`src/rtl/qacq_pkg.sv`:
```
`timescale 1ns/1ps
package qacq_pkg;

  typedef enum logic [2:0] {
    S_IDLE,
    S_START,
    S_WAIT,
    S_SETUP,
    S_STROBE,
    S_HOLD,
    S_GAP,
    S_DONE
  } seq_state_t;

  function automatic int cdiv(input int num, input int den);
    return (num + den - 1) / den;
  endfunction

  function automatic int imax(input int a, input int b);
    return (a > b) ? a : b;
  endfunction

endpackage

```
`src/rtl/qacq_period_tick.sv`:
```
`timescale 1ns/1ps
module qacq_period_tick #(
  parameter int PER_W = 16
) (
  input  logic             clk,
  input  logic             rst_n,
  input  logic             run,
  input  logic [PER_W-1:0] period,
  output logic             tick
);

  logic [PER_W-1:0] cnt_q, cnt_d;
  logic             wrap;

  always_comb begin
    wrap  = run && (({1'b0, cnt_q} + {{PER_W{1'b0}}, 1'b1}) >= {1'b0, period});
    cnt_d = cnt_q;
    if (!run)      cnt_d = '0;
    else if (wrap) cnt_d = '0;
    else           cnt_d = cnt_q + 1'b1;
  end

  always_ff @(posedge clk or negedge rst_n) begin
    if (!rst_n) cnt_q <= '0;
    else        cnt_q <= cnt_d;
  end

  assign tick = wrap;

endmodule

```
`src/rtl/qacq_bus_fsm.sv`:
```
`timescale 1ns/1ps
module qacq_bus_fsm
  import qacq_pkg::*;
#(
  parameter int TMO_W     = 16,
  parameter int NCH       = 4,
  parameter int START_CYC = 5,
  parameter int RD_CYC    = 6,
  parameter int GAP_CYC   = 11
) (
  input  logic                     clk,
  input  logic                     rst_n,
  input  logic                     tick,
  input  logic [TMO_W-1:0]         tmo_limit,
  input  logic                     irq_n,
  output logic                     conv_o,
  output logic                     cs_n_o,
  output logic                     rd_n_o,
  output logic                     cap_o,
  output logic [$clog2(NCH)-1:0]   cap_idx_o,
  output logic                     publish_o,
  output logic                     timeout_o
);

  localparam int IDX_W = $clog2(NCH);
  localparam int CNT_W = TMO_W;
  localparam logic [CNT_W-1:0] START_LAST = CNT_W'(START_CYC - 1);
  localparam logic [CNT_W-1:0] LOW_END    = CNT_W'(2 * START_CYC);
  localparam logic [CNT_W-1:0] RD_LAST    = CNT_W'(RD_CYC - 1);
  localparam logic [CNT_W-1:0] GAP_LAST   = CNT_W'(GAP_CYC - 1);
  localparam logic [IDX_W-1:0] LAST_IDX   = IDX_W'(NCH - 1);

  seq_state_t       state_q, state_d;
  logic [CNT_W-1:0] cnt_q, cnt_d;
  logic [IDX_W-1:0] idx_q, idx_d;
  logic [1:0]       irq_sync_q;
  logic             irq_lo;
  logic             conv_q, conv_d;
  logic             cs_n_q, cs_n_d;
  logic             rd_n_q, rd_n_d;
  logic             tmo_q, tmo_d;
  logic             cap, publish;

  assign irq_lo = !irq_sync_q[1];

  // next-state process
  always_comb begin
    state_d = state_q;
    cnt_d   = cnt_q + 1'b1;
    idx_d   = idx_q;
    tmo_d   = 1'b0;
    cap     = 1'b0;
    publish = 1'b0;
    unique case (state_q)
      S_IDLE: begin
        cnt_d = '0;
        if (tick) state_d = S_START;
      end
      S_START: begin
        if (cnt_q == START_LAST) state_d = S_WAIT;
      end
      S_WAIT: begin
        if (irq_lo) begin
          state_d = S_SETUP;
          idx_d   = '0;
        end else if (cnt_q >= LOW_END && cnt_q >= tmo_limit) begin
          state_d = S_IDLE;
          tmo_d   = 1'b1;
        end
      end
      S_SETUP: begin
        state_d = S_STROBE;
        cnt_d   = '0;
      end
      S_STROBE: begin
        if (cnt_q == RD_LAST) begin
          state_d = S_HOLD;
          cap     = 1'b1;
        end
      end
      S_HOLD: begin
        cnt_d   = '0;
        state_d = (idx_q == LAST_IDX) ? S_DONE : S_GAP;
      end
      S_GAP: begin
        if (cnt_q == GAP_LAST) begin
          state_d = S_SETUP;
          idx_d   = idx_q + 1'b1;
        end
      end
      S_DONE: begin
        state_d = S_IDLE;
        publish = 1'b1;
      end
      default: state_d = S_IDLE;
    endcase
    conv_d = (state_d == S_START);
    cs_n_d = !(state_d == S_SETUP || state_d == S_STROBE || state_d == S_HOLD);
    rd_n_d = (state_d != S_STROBE);
  end

  // register process
  always_ff @(posedge clk or negedge rst_n) begin
    if (!rst_n) begin
      state_q    <= S_IDLE;
      cnt_q      <= '0;
      idx_q      <= '0;
      irq_sync_q <= 2'b11;
      conv_q     <= 1'b0;
      cs_n_q     <= 1'b1;
      rd_n_q     <= 1'b1;
      tmo_q      <= 1'b0;
    end else begin
      state_q    <= state_d;
      cnt_q      <= cnt_d;
      idx_q      <= idx_d;
      irq_sync_q <= {irq_sync_q[0], irq_n};
      conv_q     <= conv_d;
      cs_n_q     <= cs_n_d;
      rd_n_q     <= rd_n_d;
      tmo_q      <= tmo_d;
    end
  end

  assign conv_o    = conv_q;
  assign cs_n_o    = cs_n_q;
  assign rd_n_o    = rd_n_q;
  assign cap_o     = cap;
  assign cap_idx_o = idx_q;
  assign publish_o = publish;
  assign timeout_o = tmo_q;

  p_start_from_idle_r3: assert property (@(posedge clk) disable iff (!rst_n)
    $rose(conv_q) |-> $past(state_q) == S_IDLE);

  p_read_after_irq_r4: assert property (@(posedge clk) disable iff (!rst_n)
    ($fell(cs_n_q) && idx_q == '0) |-> $past(irq_lo));

  p_cs_setup_r5: assert property (@(posedge clk) disable iff (!rst_n)
    $fell(rd_n_q) |-> $past(!cs_n_q));

  p_cs_hold_r5: assert property (@(posedge clk) disable iff (!rst_n)
    $rose(rd_n_q) |-> !cs_n_q);

  p_timeout_quiet_r10: assert property (@(posedge clk) disable iff (!rst_n)
    tmo_q |-> (cs_n_q && rd_n_q));

endmodule

```
`src/rtl/qacq_frame_buf.sv`:
```
`timescale 1ns/1ps
module qacq_frame_buf #(
  parameter int NCH   = 4,
  parameter int ADC_W = 12,
  parameter int OUT_W = 16
) (
  input  logic                   clk,
  input  logic                   rst_n,
  input  logic                   cap,
  input  logic [$clog2(NCH)-1:0] cap_idx,
  input  logic [ADC_W-1:0]       bus_data,
  input  logic                   publish,
  output logic [NCH*OUT_W-1:0]   frame_o,
  output logic                   valid_o
);

  localparam int IDX_W = $clog2(NCH);
  localparam int EXT_W = OUT_W - ADC_W;

  logic [OUT_W-1:0]     stage_q [NCH];
  logic [NCH*OUT_W-1:0] frame_q;
  logic                 valid_q;
  logic [OUT_W-1:0]     word_ext;

  assign word_ext = {{EXT_W{bus_data[ADC_W-1]}}, bus_data};

  for (genvar k = 0; k < NCH; k++) begin : g_lane
    logic load;
    assign load = cap && (cap_idx == IDX_W'(k));

    always_ff @(posedge clk or negedge rst_n) begin
      if (!rst_n)    stage_q[k] <= '0;
      else if (load) stage_q[k] <= word_ext;
    end

    always_ff @(posedge clk or negedge rst_n) begin
      if (!rst_n)       frame_q[k*OUT_W +: OUT_W] <= '0;
      else if (publish) frame_q[k*OUT_W +: OUT_W] <= stage_q[k];
    end
  end

  always_ff @(posedge clk or negedge rst_n) begin
    if (!rst_n) valid_q <= 1'b0;
    else        valid_q <= publish;
  end

  assign frame_o = frame_q;
  assign valid_o = valid_q;

  p_valid_single_r9: assert property (@(posedge clk) disable iff (!rst_n)
    valid_q |=> !valid_q);

  p_frame_hold_r9: assert property (@(posedge clk) disable iff (!rst_n)
    !valid_q |-> $stable(frame_q));

endmodule

```
`src/rtl/quad_acq_sequencer.sv`:
```
`timescale 1ns/1ps
module quad_acq_sequencer
  import qacq_pkg::*;
#(
  parameter int CLK_NS       = 10,
  parameter int START_MIN_NS = 50,
  parameter int RD_MIN_NS    = 60,
  parameter int ACCESS_NS    = 57,
  parameter int GAP_MIN_NS   = 130,
  parameter int NCH          = 4,
  parameter int ADC_W        = 12,
  parameter int OUT_W        = 16,
  parameter int PER_W        = 16,
  parameter int TMO_W        = 16
) (
  input  logic                 clk,
  input  logic                 rst_n,
  input  logic                 run_i,
  input  logic [PER_W-1:0]     period_i,
  input  logic [TMO_W-1:0]     tmo_limit_i,
  output logic                 conv_start_o,
  input  logic                 irq_n_i,
  output logic                 cs_n_o,
  output logic                 rd_n_o,
  input  logic [ADC_W-1:0]     adc_data_i,
  output logic [NCH*OUT_W-1:0] frame_o,
  output logic                 frame_valid_o,
  output logic                 timeout_o
);

  localparam int START_CYC = imax(cdiv(START_MIN_NS, CLK_NS), 1);
  localparam int RD_CYC    = imax(imax(cdiv(RD_MIN_NS, CLK_NS), cdiv(ACCESS_NS, CLK_NS)), 1);
  localparam int GAP_CYC   = imax(cdiv(GAP_MIN_NS, CLK_NS) - 2, 1);
  localparam int IDX_W     = $clog2(NCH);

  logic             tick;
  logic             cap;
  logic [IDX_W-1:0] cap_idx;
  logic             publish;

  qacq_period_tick #(.PER_W(PER_W)) u_tick (
    .clk    (clk),
    .rst_n  (rst_n),
    .run    (run_i),
    .period (period_i),
    .tick   (tick)
  );

  qacq_bus_fsm #(
    .TMO_W     (TMO_W),
    .NCH       (NCH),
    .START_CYC (START_CYC),
    .RD_CYC    (RD_CYC),
    .GAP_CYC   (GAP_CYC)
  ) u_fsm (
    .clk       (clk),
    .rst_n     (rst_n),
    .tick      (tick),
    .tmo_limit (tmo_limit_i),
    .irq_n     (irq_n_i),
    .conv_o    (conv_start_o),
    .cs_n_o    (cs_n_o),
    .rd_n_o    (rd_n_o),
    .cap_o     (cap),
    .cap_idx_o (cap_idx),
    .publish_o (publish),
    .timeout_o (timeout_o)
  );

  qacq_frame_buf #(
    .NCH   (NCH),
    .ADC_W (ADC_W),
    .OUT_W (OUT_W)
  ) u_frame (
    .clk      (clk),
    .rst_n    (rst_n),
    .cap      (cap),
    .cap_idx  (cap_idx),
    .bus_data (adc_data_i),
    .publish  (publish),
    .frame_o  (frame_o),
    .valid_o  (frame_valid_o)
  );

endmodule

```
`config.mk`:
```
export PLATFORM = sky130hd
export DESIGN_NAME = quad_acq_sequencer
export DESIGN_NICKNAME = d
export VERILOG_FILES = /design/src/rtl/qacq_pkg.sv /design/src/rtl/qacq_period_tick.sv /design/src/rtl/qacq_bus_fsm.sv /design/src/rtl/qacq_frame_buf.sv /design/src/rtl/quad_acq_sequencer.sv
export SDC_FILE = /design/constraint.sdc
export NUM_CORES = 1
export LEC_CHECK = 0
export BUFFER_PORTS_ARGS = -buffer_cell sky130_fd_sc_hd__buf_2
export CORE_UTILIZATION = 45
export DETAILED_ROUTE_END_ITERATION = 8
export HOLD_SLACK_MARGIN = 0.03
export PLACE_DENSITY = 0.78
export SETUP_SLACK_MARGIN = 0.05
export SLEW_MARGIN = 15
export SYNTH_ARGS = -nofsm -noshare
export SYNTH_HDL_FRONTEND = slang
export SYNTH_HIERARCHICAL = 1
export SYNTH_SLANG_ARGS = --single-unit
```
`constraint.sdc`:
```
create_clock -name clk -period 6.95 [get_ports clk]
set_input_delay 1.39 -clock clk [delete_from_list [all_inputs] [get_ports clk]]
set_output_delay 1.39 -clock clk [all_outputs]
set_load 0.01 [all_outputs]
```
==> results.py, run 1 <==
metrics = {
    "outcome": {
        "status": "complete, but fails checks",
        "violations": "DRC",
    },
    "global_route": {
        "first_global_vias": 4818,
        "grt_max_degree": 77,
        "grtUsageTotal_pct": 18.7,
        "grt_overflow_total": 0,
        "grt_pass1_wl_um": 23100,
        "antenna_found_initial": 0,
    },
    "synthesis": {
        "synth_top_area_share_pct": 50.0,
        "netlist_instances": 559,
        "netlist_area_um2": 6810,
        "yosysUniqueCellTypes": 55,
        "synth_ff_type": "dfrtp_1",
        "ys_warn_count": 6,
        "synth_seq_area_share_pct": 51.5,
        "synth_top_area_cell": "dfrtp_1",
        "avgSynthCellArea_um2": 12.2,
        "synthTopCellsByArea": "dfrtp_1 50%, mux2_2 16%, ha_1 7.0%",
        "ys_seq_elements": 140,
        "syn_nets": 645,
        "synth_enable_flop_cells": 0,
        "synthArstFlopShare_pct": 100,
    },
    "pwr": {
        "design_power_total_mw": 1.92,
        "leakagePower_nw": 3.96,
        "powerDensity_nw_per_um2": 238,
        "ir_drop_v": 0.000180,
    },
    "floorplanning": {
        "initial_core_util_pct": 46.5,
        "num_io_pins": 117,
        "die_w_um": 125,
        "coreArea_um2": 14600,
        "fp.dieH_um": 125,
        "row_count": 44,
        "dieArea_um2": 15600,
    },
    "timing": {
        "min_period_over_period_pct": 49.4,
        "slew_viol_final": 0,
        "hold_viol_final": 0,
        "setup_violations": 0,
        "max-slew-margin-rel_pct": 38.0,
        "max_freq_mhz": 291,
        "rsz0062_at_grt": "no",
        "worst_slack_ns": 3.52,
        "final.setup.tns_ns": 0,
        "skew_ns": 0.00846,
        "period_minus_slack_ns": 3.43,
        "tightest_slew_ns": 0.931,
        "hold_ws_ns": 0.361,
    },
    "drt": {
        "drc": 15,
        "drt_pass1_iterations": 7,
        "wl_per_cell_um": 15.7,
        "vias": 4540,
        "antenna_left": 0,
        "viasPerCell": 5.26,
        "drtIter0Drc": 213,
        "wl_um": 13500,
    },
    "cts": {
        "htree_levels": 4,
        "clkSinkCount": 140,
        "cts_made_buffers": 17,
        "clk_pin_slew_ns": 0.06,
        "cts_tree": "yes",
        "cts.repair.resized": 0,
        "clk_path_buf_depth": 2,
        "post-cts-setup-buffer-count": 0,
        "clk_latency_ns": 0.42,
        "root_buffer": "clkbuf_16",
        "hold_buffers": 0,
    },
    "placed_design": {
        "port-buffer-count": 116,
        "hpwl_um": 9460,
        "place.gp.congestion": 0.866,
        "post-place-ws_ns": 3.50,
        "placedInstanceArea_um2": 7440,
    },
    "layout": {
        "fillers": 1194,
        "regArea_um2": 3510,
        "multi_input_comb_area_um2": 2960,
        "final_area_um2": 8080,
        "area_growth_pct": 18.7,
        "antennaDiodeCount": 0,
        "num-nets-final": 752,
        "drive_gt1_share_pct": 40.6,
    },
    "worst_hold_path": {
        "min_from": "u_fsm/irq_sync_q[0]",
        "holdPathEnd": "u_fsm/irq_sync_q[1]",
        "hold_path_class": "reg2reg",
        "min_path_cells": 0,
    },
    "worst_setup_path": {
        "critPathRequiredTime_ns": 7.30,
        "crit_type": "reg2reg",
        "r2r_end": "u_fsm/cs_n_o",
        "arrival_ns": 3.79,
        "startpoint_type": "flop",
        "cp-end-kind": "flop",
        "reg2reg_slack_ns": 3.52,
        "rr_worst_depth": 18,
        "critPathLaunch": "u_tick/cnt_q[0]",
        "crit_fanout": 5,
        "worstReg2RegStart": "u_tick/cnt_q[0]",
    },
    "flow_run": {
        "cap_violations": 0,
    },
}
==> layer usage <==
metal | share of wire, % | track usage (%) | wire (µm) | up-vias
li1 | - | - | - | 2152
met1 | 43 | 21.7 | 5760 | 2265
met2 | 51 | 33.6 | 6940 | 98
met3 | 3.6 | 3.94 | 486 | 25
met4 | 2.5 | 8.03 | 342 | 0
met5 | 0 | 0 | 0 | -
==> power breakdown <==
| part | total, mW | leakage (nW) | switching (mW) | internal [mW] |
|---|---|---|---|---|
| clock | 0.969 | 0.306 | 0.348 | 0.621 |
| sequential | 0.853 | 1.76 | 0.0134 | 0.839 |
| combinational | 0.0985 | 1.90 | 0.0535 | 0.0450 |
| total | 1.92 | 3.96 | 0.415 | 1.51 |
==> how the worst max path moves through the flow <==
stage	to	cells after the start	slack (ns)
2_1_floorplan	u_fsm/cs_n_o	14	3.84
6_report	u_fsm/cs_n_o	18	3.52
5_1_grt	u_fsm/cs_n_o	18	3.16
3_5_place_dp	u_fsm/cs_n_o	15	3.50
4_1_cts	u_fsm/cs_n_o	18	3.51
3_3_place_gp	u_fsm/cs_n_o	15	3.60
==> cell usage in the layout, fill, tap and decap left out, drive strengths merged, types with 5 or more instances in the layout <==
master    n
a21oi    17
and3     10
buf     118
clkbuf   19
dfrtp   136
ha       38
inv      41
mux2     96
nand2    24
nand3    16
nand3b    5
nand4    10
nor2     29
nor2b    21
nor3      6
o21ai    14
or3       5
xnor2    10
xor2     14
==> stage by stage <==
step	utilization [%]	std cells
floorplan	-	559
global placement	50.8	831
detailed placement	50.8	831
CTS	55.2	863
global route	55.2	863
finish	55.2	863
==> kinds of logic (layout without fill, tap and decap cells) <==
group | after synthesis | in the layout | synth area share (%)
simple gates | 142 | 142 | 12.3
flops | 140 | 140 | 51.5
mux | 96 | 96 | 15.9
buf+inv | 68 | 188 | 5.11
compound gates | 51 | 51 | 5.03
fa+ha+maj | 38 | 38 | 6.98
xor+xnor | 24 | 24 | 3.20
==> worst max-delay path: stages, from the launching register on <==
cell and delay [ns]:
dfrtp_1 0.42, ha_1 0.23, nand2_1 0.13, nor3_2 0.31, and3_1 0.21, xor2_1 0.20, ha_1 0.27, a21oi_1 0.14
o21ai_0 0.11, a21o_1 0.21, nor2b_1 0.11, a21boi_1 0.08, nor2_1 0.10, a21oi_1 0.08, a2bb2oi_1 0.28, o211ai_2 0.18
nand2b_4 0.13, nor2_2 0.05, a21oi_1 0.11
==> layout make-up <==
cell class	count	share of cell area, %
clock buffers	19	5.60
multi-input cells	351	36.6
inverters	38	1.76
well taps	184	2.85
repair buffers	118	7.44
clock inverters	13	2.32
flip-flops and latches	140	43.4
==> state kept, by name, indices dropped and copies added (netlist names) <==
name / count
u_fsm/rd_n_o: 1
u_fsm/timeout_o: 1
u_fsm/cap_idx_o: 2
u_fsm/conv_o: 1
u_fsm/state_q: 3
u_fsm/cs_n_o: 1
u_tick/cnt_q: 16
u_fsm/irq_sync_q: 2
u_frame/valid_o: 1
u_frame/frame_o: 48
u_fsm/cnt_q: 16
u_frame/stage_q: 48
==> cell usage after synthesis, types with 2 or more instances <==
master     number
nor3_1          4
nand4_1         9
buf_4          19
inv_1          38
dfstp_2         4
a21oi_1        17
a21o_1          2
a31oi_1         2
o21ai_2         3
and3_1          9
and4_1          4
clkbuf_1        2
a2bb2oi_1       2
ha_1           38
nand3b_1        5
o31ai_1         2
nor2_1         27
a21boi_1        2
xnor2_1        10
nand2_1        24
nor2_2          2
dfrtp_1       136
or3_1           4
nand2b_1        3
nand3_1        15
buf_2           8
mux2_2         96
o21ai_0        10
nor2b_1        20
xor2_1         13
o211ai_2        3
nor4_2          3
(Power assumes the default switching activity.)
==> run 2, diff against run 1 <==
- clock period: 6.95 -> 3.25 ns (I/O delays scaled with it)
==> results.py, run 2 (synthesis gave the netlist of run 1 again) <==
metrics = {
    "layout": {
        "antennaDiodeCount": 0,
        "num-nets-final": 760,
        "area_growth_pct": 19.6,
        "final_area_um2": 8150,
        "regArea_um2": 3510,
        "fillers": 1209,
        "multi_input_comb_area_um2": 3020,
        "drive_gt1_share_pct": 42.4,
        "layout_common_cells": "136 x dfrtp_1, 115 x buf_2, 96 x mux2_2, 38 x inv_1, 37 x ha_1",
        "layout_commonest_cell": "dfrtp_1",
    },
    "global_route": {
        "grt_max_degree": 79,
        "grt_pass1_wl_um": 23400,
        "antenna_found_initial": 0,
        "grt_overflow_total": 0,
        "first_global_vias": 4761,
        "grtUsageTotal_pct": 19.1,
    },
    "timing": {
        "period_minus_slack_ns": 3.15,
        "hold_ws_ns": 0.260,
        "min_period_over_period_pct": 97.0,
        "final.setup.tns_ns": 0,
        "slew_viol_final": 0,
        "setup_violations": 0,
        "max-slew-margin-rel_pct": 47.2,
        "hold_viol_final": 0,
        "skew_ns": 0.00804,
        "rsz0062_at_grt": "yes",
        "max_freq_mhz": 317,
        "tightest_slew_ns": 0.789,
    },
    "drt": {
        "viasPerCell": 5.25,
        "vias": 4565,
        "drtIter0Drc": 143,
        "antenna_left": 0,
        "wl_per_cell_um": 16.3,
        "drt_pass1_iterations": 7,
        "drc": 16,
        "wl_um": 14200,
    },
    "worst_setup_path": {
        "reg2reg_slack_ns": 0.1,
        "crit_fanout": 4,
        "critPathLaunch": "u_tick/cnt_q[0]",
        "critPathRequiredTime_ns": 3.55,
        "crit_end": "u_fsm/cap_idx_o[1]",
        "rr_worst_depth": 17,
        "cp-end-kind": "flop",
        "crit_type": "reg2reg",
        "r2r_end": "u_fsm/cap_idx_o[1]",
        "startpoint_type": "flop",
        "arrival_ns": 3.45,
        "worstReg2RegStart": "u_tick/cnt_q[0]",
    },
    "cts": {
        "clk_latency_ns": 0.42,
        "clk_path_buf_depth": 2,
        "root_buffer": "clkbuf_16",
        "cts_tree": "yes",
        "cts_made_buffers": 17,
        "htree_levels": 4,
        "clkSinkCount": 140,
        "clk_pin_slew_ns": 0.06,
    },
    "floorplanning": {
        "num_io_pins": 117,
        "initial_core_util_pct": 46.5,
        "row_count": 44,
        "fp.dieH_um": 125,
        "coreArea_um2": 14600,
        "die_w_um": 125,
        "dieArea_um2": 15600,
    },
    "outcome": {
        "status": "complete, but fails checks",
        "violations": "DRC",
    },
    "pwr": {
        "leakagePower_nw": 3.99,
        "ir_drop_v": 0.000370,
        "internal_power_mw": 3.01,
        "seqPwrFrac_pct": 46.6,
        "clockPowerShare_pct": 47.6,
        "p_comb_share_pct": 5.7,
        "powerDensity_nw_per_um2": 480,
        "sw_frac_of_total_pct": 23.0,
        "switching_power_mw": 0.898,
    },
    "placed_design": {
        "place.gp.congestion": 0.879,
        "hpwl_um": 9950,
        "port-buffer-count": 116,
        "placedInstanceArea_um2": 7490,
    },
    "worst_hold_path": {
        "hold_path_class": "in2async",
    },
    "flow_run": {
        "cap_violations": 0,
    },
}
## run 2: area by class of cell
type | count | area share [%]
Clock buffer | 20 | 5.73
Clock inverter | 11 | 1.37
Inverter | 38 | 1.75
Multi-Input combinational cell | 351 | 37.0
Sequential cell | 140 | 43.1
Tap cell | 184 | 2.83
Timing Repair Buffer | 126 | 8.28
## run 2: power by group through the flow
stage               combinational [mW]  clock [mW]  sequential (mW)
floorplan                       0.0971           0             1.86
global placement                 0.209           0             1.85
detailed placement               0.220           0             1.86
CTS                              0.222        1.90             1.82
global route                     0.251        1.98             1.83
finish                           0.225        1.86             1.82
## run 2: worst min path at each step
stage | cells after the start | endpoint
floorplan | 0 | u_frame/frame_o[0]
global placement | 0 | u_fsm/irq_sync_q[1]
detailed placement | 0 | u_fsm/irq_sync_q[1]
CTS | 1 | u_frame/stage_q[22]
global route | 1 | u_frame/stage_q[22]
finish | 1 | u_frame/stage_q[22]
## run 2: metrics by stage
| stage | setup slack (ns) | std cells | util [%] | power, mW |
|---|---|---|---|---|
| 3_5_place_dp | 0.129 | 836 | 51.1 | 2.08 |
| 2_1_floorplan | 0.396 | 559 | - | 1.96 |
| 4_1_cts | 0.0797 | 867 | 55.1 | 3.95 |
| 5_1_grt | -0.0894 | 870 | 55.6 | 4.07 |
| 6_report | 0.0981 | 870 | 55.6 | 3.91 |
| 3_3_place_gp | 0.260 | 836 | 51.1 | 2.06 |
## run 2: routing by layer
layer	vias to the layer above	GRT usage (%)	part of all wire, %
met5	-	0	0
met4	0	7.53	1.6
met3	22	4.41	3.6
met2	99	34.3	53
met1	2288	22.0	41
li1	2156	-	-
## run 2: worst max-delay path: stages (launching register included)
cell and delay, ns:
dfrtp_1 0.40, buf_4 0.13, nand4_1 0.12, or3_4 0.45
nor3_4 0.23, xor2_2 0.10, ha_1 0.28, and3_4 0.18
and2_1 0.14, o21ai_0 0.09, a21boi_1 0.18, nor2_1 0.06
a21oi_1 0.16, a2bb2oi_2 0.08, o211ai_2 0.13, nand2b_4 0.11
o21ai_2 0.12, o21ai_1 0.08
## run 2: what timing repair did
item                                   4_1_cts  5_1_grt
buffers inserted                             0        3
hold buffers                                 0        0
setup endpoints to repair                    0        6
resized for setup                            0       11
endpoints found under the hold margin        0        0
==> run 3, diff against run 2 <==
- clock period: 3.25 -> 3.3 ns (I/O delays scaled with it)
==> results.py, run 3 (synthesis gave the netlist of run 1 again) <==
metrics = {
    "worst_setup_path": {
        "startpoint_type": "flop",
        "critPathLaunch": "u_tick/cnt_q[0]",
        "worstReg2RegStart": "u_tick/cnt_q[0]",
        "crit_family": "simple AND/OR/NAND/NOR gates",
        "arrival_ns": 3.40,
        "crit_type": "reg2reg",
        "cp_slowest_cell": "or3_4",
        "critPathBufInv": 1,
        "crit_fanout": 4,
        "critical-path-max-stage-delay_ns": 0.43,
        "cp-end-kind": "flop",
        "critPathRequiredTime_ns": 3.64,
        "worstPathCellList": "buf_4 > nand4_1 > or3_4 > nor2_2 > xor2_1 > ha_1 > and4_1 > and2_1 > o21ai_0 > a21boi_1 > nor2_1 > a21oi_1 > a2bb2oi_2 > o211ai_2 > nand2b_4 > nor2_2 > a21oi_1",
    },
    "timing": {
        "final.setup.tns_ns": 0,
        "slew_viol_final": 0,
        "setup_violations": 0,
        "max_freq_mhz": 327,
        "rsz0062_at_grt": "no",
        "skew_ns": 0.00665,
        "max-slew-margin-rel_pct": 43.9,
        "min_period_over_period_pct": 92.8,
        "hold_viol_final": 0,
        "worst_slack_ns": 0.239,
        "tightest_slew_ns": 0.839,
        "period_minus_slack_ns": 3.06,
    },
    "layout": {
        "layout.cells.non_filler": 870,
        "final_area_um2": 8200,
        "drive_gt1_share_pct": 41.8,
        "num-nets-final": 761,
        "area_growth_pct": 20.3,
        "fillers": 1217,
        "layout_commonest_cell": "dfrtp_1",
        "layout_common_cells": "136 x dfrtp_1, 115 x buf_2, 96 x mux2_2, 38 x inv_1, 37 x ha_1",
        "multi_input_comb_area_um2": 2980,
        "antennaDiodeCount": 0,
        "regArea_um2": 3510,
    },
    "global_route": {
        "grtUsageTotal_pct": 18.3,
        "antenna_found_initial": 0,
        "first_global_vias": 4674,
        "grt_max_degree": 72,
        "grt_overflow_total": 0,
        "grt_pass1_wl_um": 22500,
    },
    "floorplanning": {
        "num_io_pins": 117,
        "die_w_um": 125,
        "coreArea_um2": 14600,
        "fp.dieH_um": 125,
        "initial_core_util_pct": 46.5,
        "row_count": 44,
        "dieArea_um2": 15600,
    },
    "pwr": {
        "switching_power_mw": 0.838,
        "p_comb_share_pct": 5.2,
        "internal_power_mw": 3.26,
        "leakagePower_nw": 4.01,
        "seqPwrFrac_pct": 43.8,
        "clockPowerShare_pct": 50.9,
        "powerDensity_nw_per_um2": 500,
        "ir_drop_v": 0.000365,
        "sw_frac_of_total_pct": 20.4,
        "design_power_total_mw": 4.10,
    },
    "outcome": {
        "violations": "DRC",
        "status": "complete, but fails checks",
    },
    "drt": {
        "viasPerCell": 5.19,
        "antenna_left": 0,
        "drc": 16,
        "drtIter0Drc": 190,
        "vias": 4519,
        "wl_per_cell_um": 15.5,
        "wl_um": 13500,
        "drt_pass1_iterations": 8,
    },
    "flow_run": {
        "cap_violations": 0,
    },
    "cts": {
        "root_buffer": "clkbuf_16",
        "cts_tree": "yes",
        "clkSinkCount": 140,
        "clk_pin_slew_ns": 0.06,
        "htree_levels": 4,
        "clk_latency_ns": 0.42,
        "clk_path_buf_depth": 2,
        "cts_made_buffers": 17,
    },
    "worst_hold_path": {
        "hold_path_class": "in2async",
    },
    "placed_design": {
        "placed_cells": 837,
        "post-place-ws_ns": 0.184,
        "placedInstanceArea_um2": 7500,
        "hpwl_um": 9780,
        "port-buffer-count": 116,
        "place.gp.congestion": 0.847,
    },
}
-- run 3: cell types whose count changed in the layout (fill, tap and decap cells not counted), sizes merged --
| cell | before | now |
|---|---|---|
| clkinv | 3 | 1 |
| bufinv | 1 | 5 |
| clkinvlp | 5 | 4 |
| buf | 126 | 127 |
| inv | 40 | 38 |
-- run 3: worst paths after layout --
path / endpoint / slack, ns / depth (start not counted)
max in group asynchronous: u_fsm/irq_sync_q[1] / 2.23 / 2
worst min register to register: u_fsm/irq_sync_q[1] / 0.36 / 0
worst max-delay path: u_fsm/cs_n_o / 0.24 / 17
worst max register to register: u_fsm/cs_n_o / 0.24 / 17
worst min-delay path: u_frame/frame_o[22] / 0.23 / 1
min in group clk: u_fsm/irq_sync_q[0] / 0.35 / 1
-- run 3: final cells by class --
type	instances	share of cell area (%)
clock buffers	20	5.69
clock inverters	10	2.30
inverters	38	1.74
multi-input cells	351	36.3
flip-flops and latches	140	42.8
well taps	184	2.81
repair buffers	127	8.32
-- run 3: power groups by stage --
| stage | Sequential [mW] | Clock, mW | Combinational [mW] |
|---|---|---|---|
| final | 1.80 | 2.09 | 0.215 |
| after global routing | 1.80 | 2.20 | 0.241 |
| after CTS | 1.80 | 2.13 | 0.217 |
| after detailed placement | 1.83 | 0 | 0.216 |
| after global placement | 1.82 | 0 | 0.204 |
| after floorplan | 1.83 | 0 | 0.0956 |
-- run 3: worst reg2reg max path, delay by kind of cell, from the launching register on --
| family | cells | cell delay (ns) |
|---|---|---|
| adder cells (fa/ha/maj) | 1 | 0.28 |
| AO/OA/AOI/OAI | 6 | 0.66 |
| XOR/XNOR | 1 | 0.22 |
| AND/OR/NAND/NOR | 8 | 1.33 |
| flip-flops | 1 | 0.37 |
| buffers and inverters | 1 | 0.13 |
-- run 3: per-layer routing --
| layer | wire [µm] | vias up | global-route usage [%] |
|---|---|---|---|
| li1 | - | 2148 | - |
| met1 | 5810 | 2243 | 22.0 |
| met5 | 0 | - | 0 |
| met2 | 6980 | 103 | 31.5 |
| met3 | 437 | 25 | 3.72 |
| met4 | 285 | 0 | 8.32 |
-- run 3: timing repair --
action | 4_1_cts | 5_1_grt
buffers inserted | 0 | 3
endpoints found under the setup margin | 0 | 5
resized for setup | 0 | 4
hold buffers | 0 | 0
-- run 3: stage by stage --
step | util [%] | hold WS (ns)
4_1_cts | 55.7 | 0.255
5_1_grt | 56.0 | 0.276
3_5_place_dp | 51.2 | 0.350
3_3_place_gp | 51.2 | 0.347
6_report | 56.0 | 0.233
2_1_floorplan | - | 0.345
